--- src/rtl/lutram_pkg.sv ---
package lutram_pkg;
  // number of cells addressed by an address field of the given width
  function automatic int unsigned cells_for(input int unsigned aw);
    return 32'd1 << aw;
  endfunction
endpackage

--- src/rtl/lutram_wdec.sv ---
module lutram_wdec #(
  parameter int unsigned AW = 3,
  localparam int unsigned N = lutram_pkg::cells_for(AW)
) (
  input  logic          clk,
  input  logic          rst_n,
  input  logic          we,
  input  logic [AW-1:0] addr,
  output logic [N-1:0]  strobe
);
  for (genvar i = 0; i < N; i++) begin : g_dec
    assign strobe[i] = we && (addr == AW'(i));
  end

  a_r8_single_strobe: assert property (@(posedge clk) disable iff (!rst_n)
    $onehot0(strobe));
  a_r8_no_strobe_idle: assert property (@(posedge clk) disable iff (!rst_n)
    !we |-> (strobe == '0));
endmodule

--- src/rtl/lutram_mux.sv ---
module lutram_mux #(
  parameter int unsigned AW = 3,
  localparam int unsigned N = lutram_pkg::cells_for(AW)
) (
  input  logic [N-1:0]  bits,
  input  logic [AW-1:0] sel,
  output logic          q
);
  // heap layout: node 1 is the root, leaves sit at N..2N-1
  logic [2*N-1:1] node;

  for (genvar j = 0; j < N; j++) begin : g_leaf
    assign node[N+j] = bits[j];
  end

  for (genvar k = 1; k < N; k++) begin : g_node
    localparam int unsigned DEPTH = $clog2(k + 1) - 1;
    assign node[k] = sel[AW-1-DEPTH] ? node[2*k+1] : node[2*k];
  end

  assign q = node[1];

  always_comb begin
    a_r2_tree_matches_index: assert (q === bits[sel] || $isunknown(sel));
  end
endmodule

--- src/rtl/lutram_cell.sv ---
module lutram_cell #(
  parameter int unsigned AW = 3,
  localparam int unsigned N = lutram_pkg::cells_for(AW)
) (
  input  logic          clk,
  input  logic          rst_n,
  input  logic          init_load,
  input  logic [N-1:0]  init_bits,
  input  logic          we,
  input  logic [AW-1:0] addr,
  input  logic          din,
  output logic          dout
);
  logic [N-1:0] mem;
  logic [N-1:0] strobe;

  lutram_wdec #(.AW(AW)) u_wdec (
    .clk(clk), .rst_n(rst_n), .we(we), .addr(addr), .strobe(strobe)
  );

  always_ff @(posedge clk or negedge rst_n) begin
    if (!rst_n) begin
      mem <= '0;
    end else if (init_load) begin
      mem <= init_bits;
    end else begin
      for (int i = 0; i < int'(N); i++) begin
        if (strobe[i]) mem[i] <= din;
      end
    end
  end

  lutram_mux #(.AW(AW)) u_mux (.bits(mem), .sel(addr), .q(dout));

  a_r3_write_lands: assert property (@(posedge clk) disable iff (!rst_n)
    (we && !init_load) |=> (mem[$past(addr)] == $past(din)));
  a_r4_others_hold: assert property (@(posedge clk) disable iff (!rst_n)
    (we && !init_load) |=> (((mem ^ $past(mem)) & ~$past(strobe)) == '0));
  a_r5_idle_hold: assert property (@(posedge clk) disable iff (!rst_n)
    (!we && !init_load) |=> $stable(mem));
  a_r6_load_all: assert property (@(posedge clk) disable iff (!rst_n)
    init_load |=> (mem == $past(init_bits)));
endmodule

--- src/rtl/lutram_cascade.sv ---
module lutram_cascade #(
  parameter int unsigned LEAF_AW = 3,
  parameter int unsigned CASC_W  = 1,
  localparam int unsigned AW    = LEAF_AW + CASC_W,
  localparam int unsigned LEAF  = lutram_pkg::cells_for(LEAF_AW),
  localparam int unsigned UNITS = lutram_pkg::cells_for(CASC_W),
  localparam int unsigned DEPTH = LEAF * UNITS
) (
  input  logic             clk,
  input  logic             rst_n,
  input  logic             init_load,
  input  logic [DEPTH-1:0] init_bits,
  input  logic             we,
  input  logic [AW-1:0]    addr,
  input  logic             din,
  output logic             dout
);
  if (CASC_W == 0) begin : g_single
    lutram_cell #(.AW(LEAF_AW)) u_cell (
      .clk(clk), .rst_n(rst_n), .init_load(init_load), .init_bits(init_bits),
      .we(we), .addr(addr), .din(din), .dout(dout)
    );
  end else begin : g_multi
    logic [CASC_W-1:0] unit_sel;
    logic [UNITS-1:0]  unit_we;
    logic [UNITS-1:0]  unit_dout;

    assign unit_sel = addr[AW-1:LEAF_AW];

    for (genvar u = 0; u < UNITS; u++) begin : g_unit
      assign unit_we[u] = we && (unit_sel == CASC_W'(u));
      lutram_cell #(.AW(LEAF_AW)) u_cell (
        .clk(clk), .rst_n(rst_n), .init_load(init_load),
        .init_bits(init_bits[u*LEAF +: LEAF]),
        .we(unit_we[u]), .addr(addr[LEAF_AW-1:0]), .din(din),
        .dout(unit_dout[u])
      );
    end

    assign dout = unit_dout[unit_sel];

    a_r7_one_unit_written: assert property (@(posedge clk) disable iff (!rst_n)
      $onehot0(unit_we));
    a_r7_we_reaches_unit: assert property (@(posedge clk) disable iff (!rst_n)
      we |-> ($countones(unit_we) == 1));
  end
endmodule

--- config.mk ---
export PLATFORM = sky130hd
export DESIGN_NAME = lutram_cascade
export DESIGN_NICKNAME = d
export VERILOG_FILES = /design/src/rtl/lutram_pkg.sv /design/src/rtl/lutram_wdec.sv /design/src/rtl/lutram_mux.sv /design/src/rtl/lutram_cell.sv /design/src/rtl/lutram_cascade.sv
export SDC_FILE = /design/constraint.sdc
export NUM_CORES = 1
export LEC_CHECK = 0
export ABC_AREA = 1
export ABC_CLOCK_PERIOD_IN_PS = 2170
export BUFFER_PORTS_ARGS = -buffer_cell sky130_fd_sc_hd__buf_2
export CORE_AREA = 2 2 53 55
export CTS_CLUSTER_SIZE = 40
export DETAILED_ROUTE_END_ITERATION = 10
export DIE_AREA = 0 0 55 57
export PLACE_DENSITY_LB_ADDON = 0.05
export SLEW_MARGIN = 25
export SYNTH_ARGS = -nofsm -noshare
export SYNTH_HDL_FRONTEND = slang
export SYNTH_SLANG_ARGS = --single-unit
--- constraint.sdc ---
create_clock -name clk -period 2.17 [get_ports clk]
set_input_delay 0.1085 -clock clk [delete_from_list [all_inputs] [get_ports clk]]
set_output_delay 0.1085 -clock clk [all_outputs]
set_load 0.02 [all_outputs]
==> results of run 1 <==
## per-stage QoR
stage	setup slack (ns)	total power (W)	cells	utilization	area (sq um)
after floorplan	1.29	0.000469	157	-	1110
after global placement	0.854	0.000519	205	0.462	1210
after detailed placement	0.848	0.000520	205	0.462	1210
after CTS	0.817	0.000726	210	0.480	1250
after global routing	0.725	0.000765	210	0.480	1250
final	0.817	0.000721	210	0.480	1250
## where the power goes
part           switching, W  total (W)  internal, W  leakage, nW
clock network      0.000103   0.000206     0.000102       0.0210
registers         0.0000192   0.000347     0.000328        0.196
logic              0.000107   0.000168    0.0000612        0.395
total              0.000230   0.000721     0.000491        0.612
## per-layer routing
metal / track usage / wire [um] / up-vias
li1: - / - / 571
met1: 0.308 / 1300 / 519
met2: 0.303 / 1320 / 39
met3: 0.0236 / 163 / 4
met4: 0.0627 / 29 / 0
met5: 0 / 0 / -
## what timing repair did
item | in CTS | in global routing
hold buffers | 1 | 0
setup endpoints to repair | 0 | 0
hold endpoints to repair | 16 | 0
gates resized for setup | 0 | 0
## cells in the final DEF (no fill, tap or decap), drive strengths merged
cell type    Yosys  final
nand2           58     58
nand3           27     27
buf              7     25
dfrtp           16     16
nor2            12     12
a21oi            9      9
nand4            7      7
inv              7      7
o21ai            7      7
clkbuf           1      4
o211ai           3      3
a31oi            2      2
clkinv           1      1
dlygate4sd3      0      1
## worst min path at each step
stage | slack, ns | start | endpoint
global placement | 0.05 | rst_n | g_multi.g_unit[0].u_cell.mem[7]
detailed placement | 0.05 | rst_n | g_multi.g_unit[1].u_cell.mem[7]
floorplan | -0.19 | rst_n | g_multi.g_unit[0].u_cell.mem[0]
CTS | 0.02 | init_bits[12] | g_multi.g_unit[1].u_cell.mem[4]
finish | 0.03 | init_bits[12] | g_multi.g_unit[1].u_cell.mem[4]
global route | 0.02 | init_bits[3] | g_multi.g_unit[0].u_cell.mem[3]
## logic make-up after synthesis
family / after synthesis / share of synthesized area
buffers and inverters: 16 / 0.0898
and+or+nand+nor: 104 / 0.441
DFF: 16 / 0.359
AOI/OAI and AO/OA: 21 / 0.110
## area by class of cell
| type | instances | area, sq um |
|---|---|---|
| clock buffers | 4 | 36.3 |
| fillers | 271 | 1360 |
| inverters | 8 | 30.0 |
| multi-input cells | 125 | 614 |
| flip-flops and latches | 16 | 400 |
| well taps | 31 | 38.8 |
| repair buffers | 26 | 135 |
## worst max-delay path, cell delays in order (launching register included)
cell and delay [ns]:
dfrtp_1 0.41, nand2_1 0.08, nand2_1 0.05, nand2_1 0.05, nand3_1 0.07, nand3_1 0.10
nand2_1 0.05, buf_2 0.15
==> results.ini, run 1 <==
[clock_tree]
clock_path_buffers = 2
cts_sinks = 16
cts_setup_buffers = 0
numCtsBuffers = 3
clock_latency_ns = 0.28
cts.clk_slew.worst_paths_ns = 0.11
cts.htree.levels = 1
cts_tree = built
clockRootBuffer = clkbuf_4

[die]
placementRows = 19
pin_count = 26
core_area_sq_mm = 0.00262
die_w_um = 55
start_util = 0.426
die_y_um = 57
die-area_sq_mm = 0.00314

[routing]
via_count = 1133
wl_per_cell_um = 13.4
vias_per_cell = 5.40
ant_nets = 0
drt_wl_total_mm = 2.81
first_pass_iters = 4
drcViolationCount = 0
drt_iter0_markers = 36

[cells_and_area]
nets = 205
num_antenna_cells = 0
reg_top3 = g_multi.g_unit.u_cell.mem x16
largest_register_ffs = 16
regMostFlops = g_multi.g_unit.u_cell.mem
syn2layout_area_growth_pct = 12.6
drive_gt1_frac = 0.240

[timing]
fin_skew_ns = 0
tns_ns = 0
hold_viol_final = 0
hold_ws_ns = 0.0280
setup_viol = 0
fin_crit_sh = 0.624
maxSlewViolCount = 0
fmax_ghz = 0.739
rsz0062_at_grt = no
period_minus_slack_ns = 1.35
relSlewSlack = 0.684
worst_pin_slew_ns = 0.474

[global_routing]
antenna_found_initial = 0
grt_pass1_vias = 1034
grt_pass1_wl_mm = 4.69
grt_remaining_overflow = 0
grt_util_all_layers = 0.204
grt_max_degree = 26

[placement]
gp_congestion = 0.838
dp_hpwl_mm = 2.07
io_buffers = 25

[worst_setup_path]
cp-startpoint = g_multi.g_unit[0].u_cell.mem[2]
ff2ff_path_depth = 2
timing.reg2reg.setup_slack_ns = 1.45
rr_startpoint = g_multi.g_unit[0].u_cell.mem[2]
crit_type = reg -> out
crit_arrival_ns = 1.24
cp.required_ns = 2.06
crit_path_max_fanout = 2
startpoint_type = flop
crit_path_end_kind = output port
rr_endpoint = g_multi.g_unit[0].u_cell.mem[2]
cp-endpoint = dout

[pwr]
p_leak_nw = 0.612
powerDensity_mw_per_mm2 = 575
irDropWorstVdd_v = 0.000386

[synth]
syn_avg_cell_area_sq_um = 7.10
synthesis.area_sq_mm = 0.00111
synthTopCellsByArea = dfrtp_1, nand2_1, nand3_1
synth_ff_type = dfrtp_1
synth_cell_types = 22
yosysTopAreaCell = dfrtp_1
synthCells = 157
synth_seq_area_share = 0.359
synth-seq-cells = 16
ys_warn_count = 0
synth.most_common_cell = nand2_1
synthArstFlopShare = 1.00
synth_top_area_share = 0.359
synth_edf_count = 0
synth_common_cells = nand2_1, nand3_1, dfrtp_1, a21oi_1, nand4_1
syn_nets = 182

[worst_hold_path]
hold_path.class = in -> reg
hold_depth = 3

[job]
drv_cap = 0

[outcome]
status = complete, no violations

(Power assumes the default switching activity.)
==> inputs of run 2 (changes only) <==
--- a/config.mk
+++ b/config.mk
@@ -6,7 +6,7 @@
 export NUM_CORES = 1
 export LEC_CHECK = 0
 export ABC_AREA = 1
-export ABC_CLOCK_PERIOD_IN_PS = 2170
+export ABC_CLOCK_PERIOD_IN_PS = 1120
 export BUFFER_PORTS_ARGS = -buffer_cell sky130_fd_sc_hd__buf_2
 export CORE_AREA = 2 2 53 55
 export CTS_CLUSTER_SIZE = 40
==> constraint.sdc (replaced) <==
create_clock -name clk -period 1.12 [get_ports clk]
set_input_delay 0.056 -clock clk [delete_from_list [all_inputs] [get_ports clk]]
set_output_delay 0.056 -clock clk [all_outputs]
set_load 0.02 [all_outputs]
==> results.ini, run 2 (synthesis gave the netlist of run 1 again) <==
[outcome]
status = finished, violations left
violations = negative setup slack

[routing]
first_pass_iters = 4
drt_wl_total_mm = 3.03
wl_per_cell_um = 13.4
vias_per_cell = 5.23
via_count = 1182
ant_nets = 0
drcViolationCount = 0
drt_iter0_markers = 34

[die]
core_area_sq_mm = 0.00262
start_util = 0.426
placementRows = 19
die-area_sq_mm = 0.00314
die_y_um = 57
die_w_um = 55
pin_count = 26

[placement]
dp_cells = 209
io_buffers = 25
gp_congestion = 0.844
pre_cts_slack_ns = 0.0874
dp_hpwl_mm = 2.12

[timing]
fmax_ghz = 0.777
fin_crit_sh = 1.15
fin_ws_ns = -0.167
rsz0062_at_grt = yes
worst_pin_slew_ns = 0.428
hold_viol_final = 0
maxSlewViolCount = 0
hold_ws_ns = 0.0529
period_minus_slack_ns = 1.29
relSlewSlack = 0.714
setup_viol = 1
fin_skew_ns = 0

[worst_setup_path]
crit_path_max_fanout = 2
cp-startpoint = g_multi.g_unit[0].u_cell.mem[3]
rr_startpoint = g_multi.g_unit[0].u_cell.mem[3]
crit_arrival_ns = 1.23
cp.required_ns = 1.06
crit_path_end_kind = output port
startpoint_type = flop
crit_type = reg -> out

[clock_tree]
cts.clk_slew.worst_paths_ns = 0.10
cts_sinks = 16
numCtsBuffers = 3
clock_path_buffers = 2
cts_tree = built
cts.htree.levels = 1
clockRootBuffer = clkbuf_4
clock_latency_ns = 0.29

[cells_and_area]
nets = 221
syn2layout_area_growth_pct = 27.9
n_fill_cell = 266
drive_gt1_frac = 0.282
layout_commonest_cell = nand2_1
final_cell_mix = nand2_1, buf_2, nand3_1, dfrtp_1, dlygate4sd3_1
reg_top3 = g_multi.g_unit.u_cell.mem x16
largest_register_ffs = 16
layoutNonFillerInstCount = 226
num_antenna_cells = 0
regMostFlops = g_multi.g_unit.u_cell.mem

[global_routing]
antenna_found_initial = 0
grt_util_all_layers = 0.220
grt_remaining_overflow = 0
grt_pass1_wl_mm = 5.04
grt_pass1_vias = 1105
grt_max_degree = 17

[pwr]
p_leak_nw = 0.694
fin_total_pwr_w = 0.00147
irDropWorstVdd_v = 0.000689
powerDensity_mw_per_mm2 = 1030

[job]
drv_cap = 0

[worst_hold_path]
hold_path.class = in -> reg
hold_start = init_bits[7]

[run 2: per-layer routing]
metal | vias to the layer above | wire length (um) | part of all wire | GRT usage
met5 | - | 0 | 0 | 0
met4 | 0 | 25 | 0.0083 | 0.0627
met3 | 4 | 92 | 0.030 | 0.0314
met2 | 22 | 1400 | 0.46 | 0.367
met1 | 550 | 1510 | 0.50 | 0.290
li1 | 606 | - | - | -
[run 2: path summary, 6_finish.rpt]
path,slack [ns],endpoint,depth (start not counted)
setup reg to reg,0.32,g_multi.g_unit[0].u_cell.mem[3],3
hold reg to reg,0.51,g_multi.g_unit[1].u_cell.mem[1],2
hold / removal,0.05,g_multi.g_unit[0].u_cell.mem[7],3
setup / recovery,-0.17,dout,7
min in group asynchronous,0.21,g_multi.g_unit[0].u_cell.mem[7],2
max in group asynchronous,0.64,g_multi.g_unit[1].u_cell.mem[3],2
[run 2: what timing repair did]
item	CTS	global route
hold buffers	10	0
gates resized for setup	2	5
endpoints found under the hold margin	25	0
setup endpoints to repair	1	1
pin swaps	2	4
buffers inserted	0	3
[run 2: report_power, final]
part           total, W  internal, W  switching (W)
combinational  0.000400     0.000171       0.000230
sequential     0.000671     0.000636      0.0000350
clock          0.000395     0.000198       0.000197
[run 2: final cells by class]
class	count	area (sq um)	area share
multi-input cells	125	637	0.446
repair buffers	42	284	0.199
flip-flops and latches	16	400	0.281
clock buffers	4	36.3	0.0254
inverters	8	30.0	0.0211
well taps	31	38.8	0.0272
[run 2: per-stage QoR]
step / utilization / setup TNS (ns) / cell area (sq um)
2_1_floorplan: - / 0 / 1110
3_3_place_gp: 0.474 / 0 / 1240
3_5_place_dp: 0.474 / 0 / 1240
4_1_cts: 0.528 / -0.166 / 1380
5_1_grt: 0.545 / -0.233 / 1430
6_report: 0.545 / -0.167 / 1430
[run 2: worst max-delay path, cell delays in order (launching register included)]
cell and delay, ns:
dfrtp_1 0.40, nand2_1 0.08, nand2_1 0.06, nand2_1 0.08
nand3_2 0.07, nand3_2 0.08, nand2_2 0.05, buf_6 0.12
==> inputs of run 3 (changes only) <==
--- a/config.mk
+++ b/config.mk
@@ -8,12 +8,13 @@
 export ABC_AREA = 1
 export ABC_CLOCK_PERIOD_IN_PS = 1120
 export BUFFER_PORTS_ARGS = -buffer_cell sky130_fd_sc_hd__buf_2
-export CORE_AREA = 2 2 53 55
+export CORE_AREA = 2 2 68 70
 export CTS_CLUSTER_SIZE = 40
 export DETAILED_ROUTE_END_ITERATION = 10
-export DIE_AREA = 0 0 55 57
+export DIE_AREA = 0 0 70 72
 export PLACE_DENSITY_LB_ADDON = 0.05
 export SLEW_MARGIN = 25
 export SYNTH_ARGS = -nofsm -noshare
 export SYNTH_HDL_FRONTEND = slang
+export SYNTH_HIERARCHICAL = 1
 export SYNTH_SLANG_ARGS = --single-unit
==> results.ini, run 3 <==
[outcome]
status = finished, violations left
violations = negative setup slack

[cells_and_area]
regMostFlops = g_multi.g_unit.u_cell/mem
reg_top3 = g_multi.g_unit.u_cell/mem x16
num_antenna_cells = 0
regArea_sq_um = 400
largest_register_ffs = 16
layout_commonest_cell = nand2_1
n_fill_cell = 502
multi_input_area_sq_um = 662
final_cell_mix = nand2_1, nand3_1, nor2_1, inv_1, buf_2
syn2layout_area_growth_pct = 23.2
finalInstanceArea_sq_mm = 0.00155
nets = 264
drive_gt1_frac = 0.244

[die]
core_area_sq_mm = 0.00426
die-area_sq_mm = 0.00504
pin_count = 26
start_util = 0.295
die_w_um = 70
placementRows = 24
die_y_um = 72

[routing]
ant_nets = 0
drcViolationCount = 0
first_pass_iters = 4
vias_per_cell = 4.48
drt_wl_total_mm = 3.22
via_count = 1300
drt_iter0_markers = 46
wl_per_cell_um = 11.1

[clock_tree]
cts_sinks = 16
cts_tree = built
cts.htree.levels = 1
numCtsBuffers = 3
clock_path_buffers = 2
clockRootBuffer = clkbuf_8
cts.clk_slew.worst_paths_ns = 0.07
clock_latency_ns = 0.26

[synth]
syn_avg_cell_area_sq_um = 6.23
syn_nets = 227
synth_cell_types = 12
synth_top_area_share = 0.318
synth.most_common_cell = nand2_1
ys_warn_count = 6
synthArstFlopShare = 1.00
synthesis.area_sq_mm = 0.00126
synth_edf_count = 0
synthCells = 202
synth_seq_area_share = 0.318
yosysTopAreaCell = dfrtp_1
synthTopCellsByArea = dfrtp_1, nand2_1, nand3_1
synth_common_cells = nand2_1, nand3_1, inv_1, nor2_1, dfrtp_1
synth-seq-cells = 16
synth_ff_type = dfrtp_1

[global_routing]
grt_util_all_layers = 0.143
grt_pass1_vias = 1268
grt_remaining_overflow = 0
grt_max_degree = 19
grt_pass1_wl_mm = 5.66
antenna_found_initial = 0

[timing]
fin_ws_ns = -0.161
setup_viol = 1
hold_viol_final = 0
maxSlewViolCount = 0
fin_crit_sh = 1.14
fmax_ghz = 0.781
period_minus_slack_ns = 1.28
rsz0062_at_grt = yes
fin_skew_ns = 0
worst_pin_slew_ns = 0.412
tns_ns = -0.161
relSlewSlack = 0.725

[worst_setup_path]
critPathMostFrequentCell = nand2_1
path_buf_inv = 2
crit_family = simple AND/OR/NAND/NOR gates
cp_num_cells = 9
cp.required_ns = 1.06
ff2ff_path_depth = 3
worstPathCellList = inv_1, nand2_1, nand3_1, nand2_1, nand2_1, nand2_1, nand2_1, nand2_1, buf_6
crit_path_max_fanout = 2
crit_type = reg -> out
crit_arrival_ns = 1.22
critical_path.slowest_cell = dfrtp_1
timing.reg2reg.setup_slack_ns = 0.39
crit_path_end_kind = output port
crit_path_max_incr_delay_ns = 0.38
startpoint_type = flop

[job]
drv_cap = 0

[pwr]
fin_total_pwr_w = 0.00160
p_leak_nw = 0.879
irDropWorstVdd_v = 0.000447
powerDensity_mw_per_mm2 = 1030

[placement]
gp_congestion = 0.785
place_area_sq_mm = 0.00144
io_buffers = 25
dp_hpwl_mm = 2.47

[worst_hold_path]
hold_depth = 3
hold_path.class = in -> reg

run 3: cell types whose count changed after synthesis, moves of 4 or more:
cell / before / now
nor2_1: 6 / 29
nand3_1: 27 / 36
nand2_1: 56 / 70
inv_1: 3 / 29
a21oi_1: 9 / 0
nand4_1: 7 / 0
nand3_2: 0 / 4
run 3: cell families (layout without fill, tap and decap cells):
family | after synthesis | in the layout | synth area share
AND/OR/NAND/NOR | 147 | 147 | 0.526
buffers and inverters | 39 | 75 | 0.156
flip-flops | 16 | 16 | 0.318
run 3: what timing repair did:
item	in CTS	in global routing
endpoints found under the hold margin	16	0
hold buffers	1	0
resized for setup	3	0
buffers inserted	3	2
endpoints found under the setup margin	1	1
pin swaps	13	0
run 3: where the power goes:
| part | leakage, nW | switching (W) | internal (W) |
|---|---|---|---|
| sequential | 0.195 | 0.0000301 | 0.000632 |
| combinational | 0.655 | 0.000226 | 0.000176 |
| clock | 0.0288 | 0.000224 | 0.000313 |
| total | 0.879 | 0.000481 | 0.00112 |
run 3: routing by layer:
layer  vias up  GRT usage  wire (um)
met3         5     0.0292         95
met2        20      0.258       1640
met5         -          0          0
met1       591      0.166       1430
li1        684          -          -
met4         0     0.0577         55
run 3: layout make-up:
class | instances | area share
Multi-Input combinational cell | 147 | 0.427
Sequential cell | 16 | 0.258
Timing Repair Buffer | 38 | 0.157
Inverter | 33 | 0.0799
Tap cell | 52 | 0.0420
Clock buffer | 4 | 0.0355
run 3: path summary, 6_finish.rpt:
path / startpoint / endpoint
max: g_multi.g_unit[0].u_cell/mem[3] / dout
min: init_bits[0] / g_multi.g_unit[0].u_cell/mem[0]
max reg2reg: g_multi.g_unit[1].u_cell/mem[1] / g_multi.g_unit[1].u_cell/mem[1]
min reg2reg: g_multi.g_unit[1].u_cell/mem[3] / g_multi.g_unit[1].u_cell/mem[3]
max in group asynchronous: rst_n / g_multi.g_unit[1].u_cell/mem[6]
min in group asynchronous: rst_n / g_multi.g_unit[0].u_cell/mem[0]
run 3: per-stage QoR:
| step | setup slack, ns | hold WS (ns) | util | instances |
|---|---|---|---|---|
| 2_1_floorplan | 0.239 | -0.240 | - | 202 |
| 3_3_place_gp | 0.0738 | 0.0111 | 0.338 | 280 |
| 3_5_place_dp | 0.0683 | 0.0199 | 0.338 | 280 |
| 4_1_cts | -0.174 | 0.00595 | 0.360 | 288 |
| 5_1_grt | -0.278 | 0.00937 | 0.364 | 290 |
| 6_report | -0.161 | 0.0110 | 0.364 | 290 |
run 3: worst reg2reg max path: stages (launching register included):
cell     delay, ns
dfrtp_1       0.38
buf_4         0.13
nand2_2       0.06
nand3_2       0.05
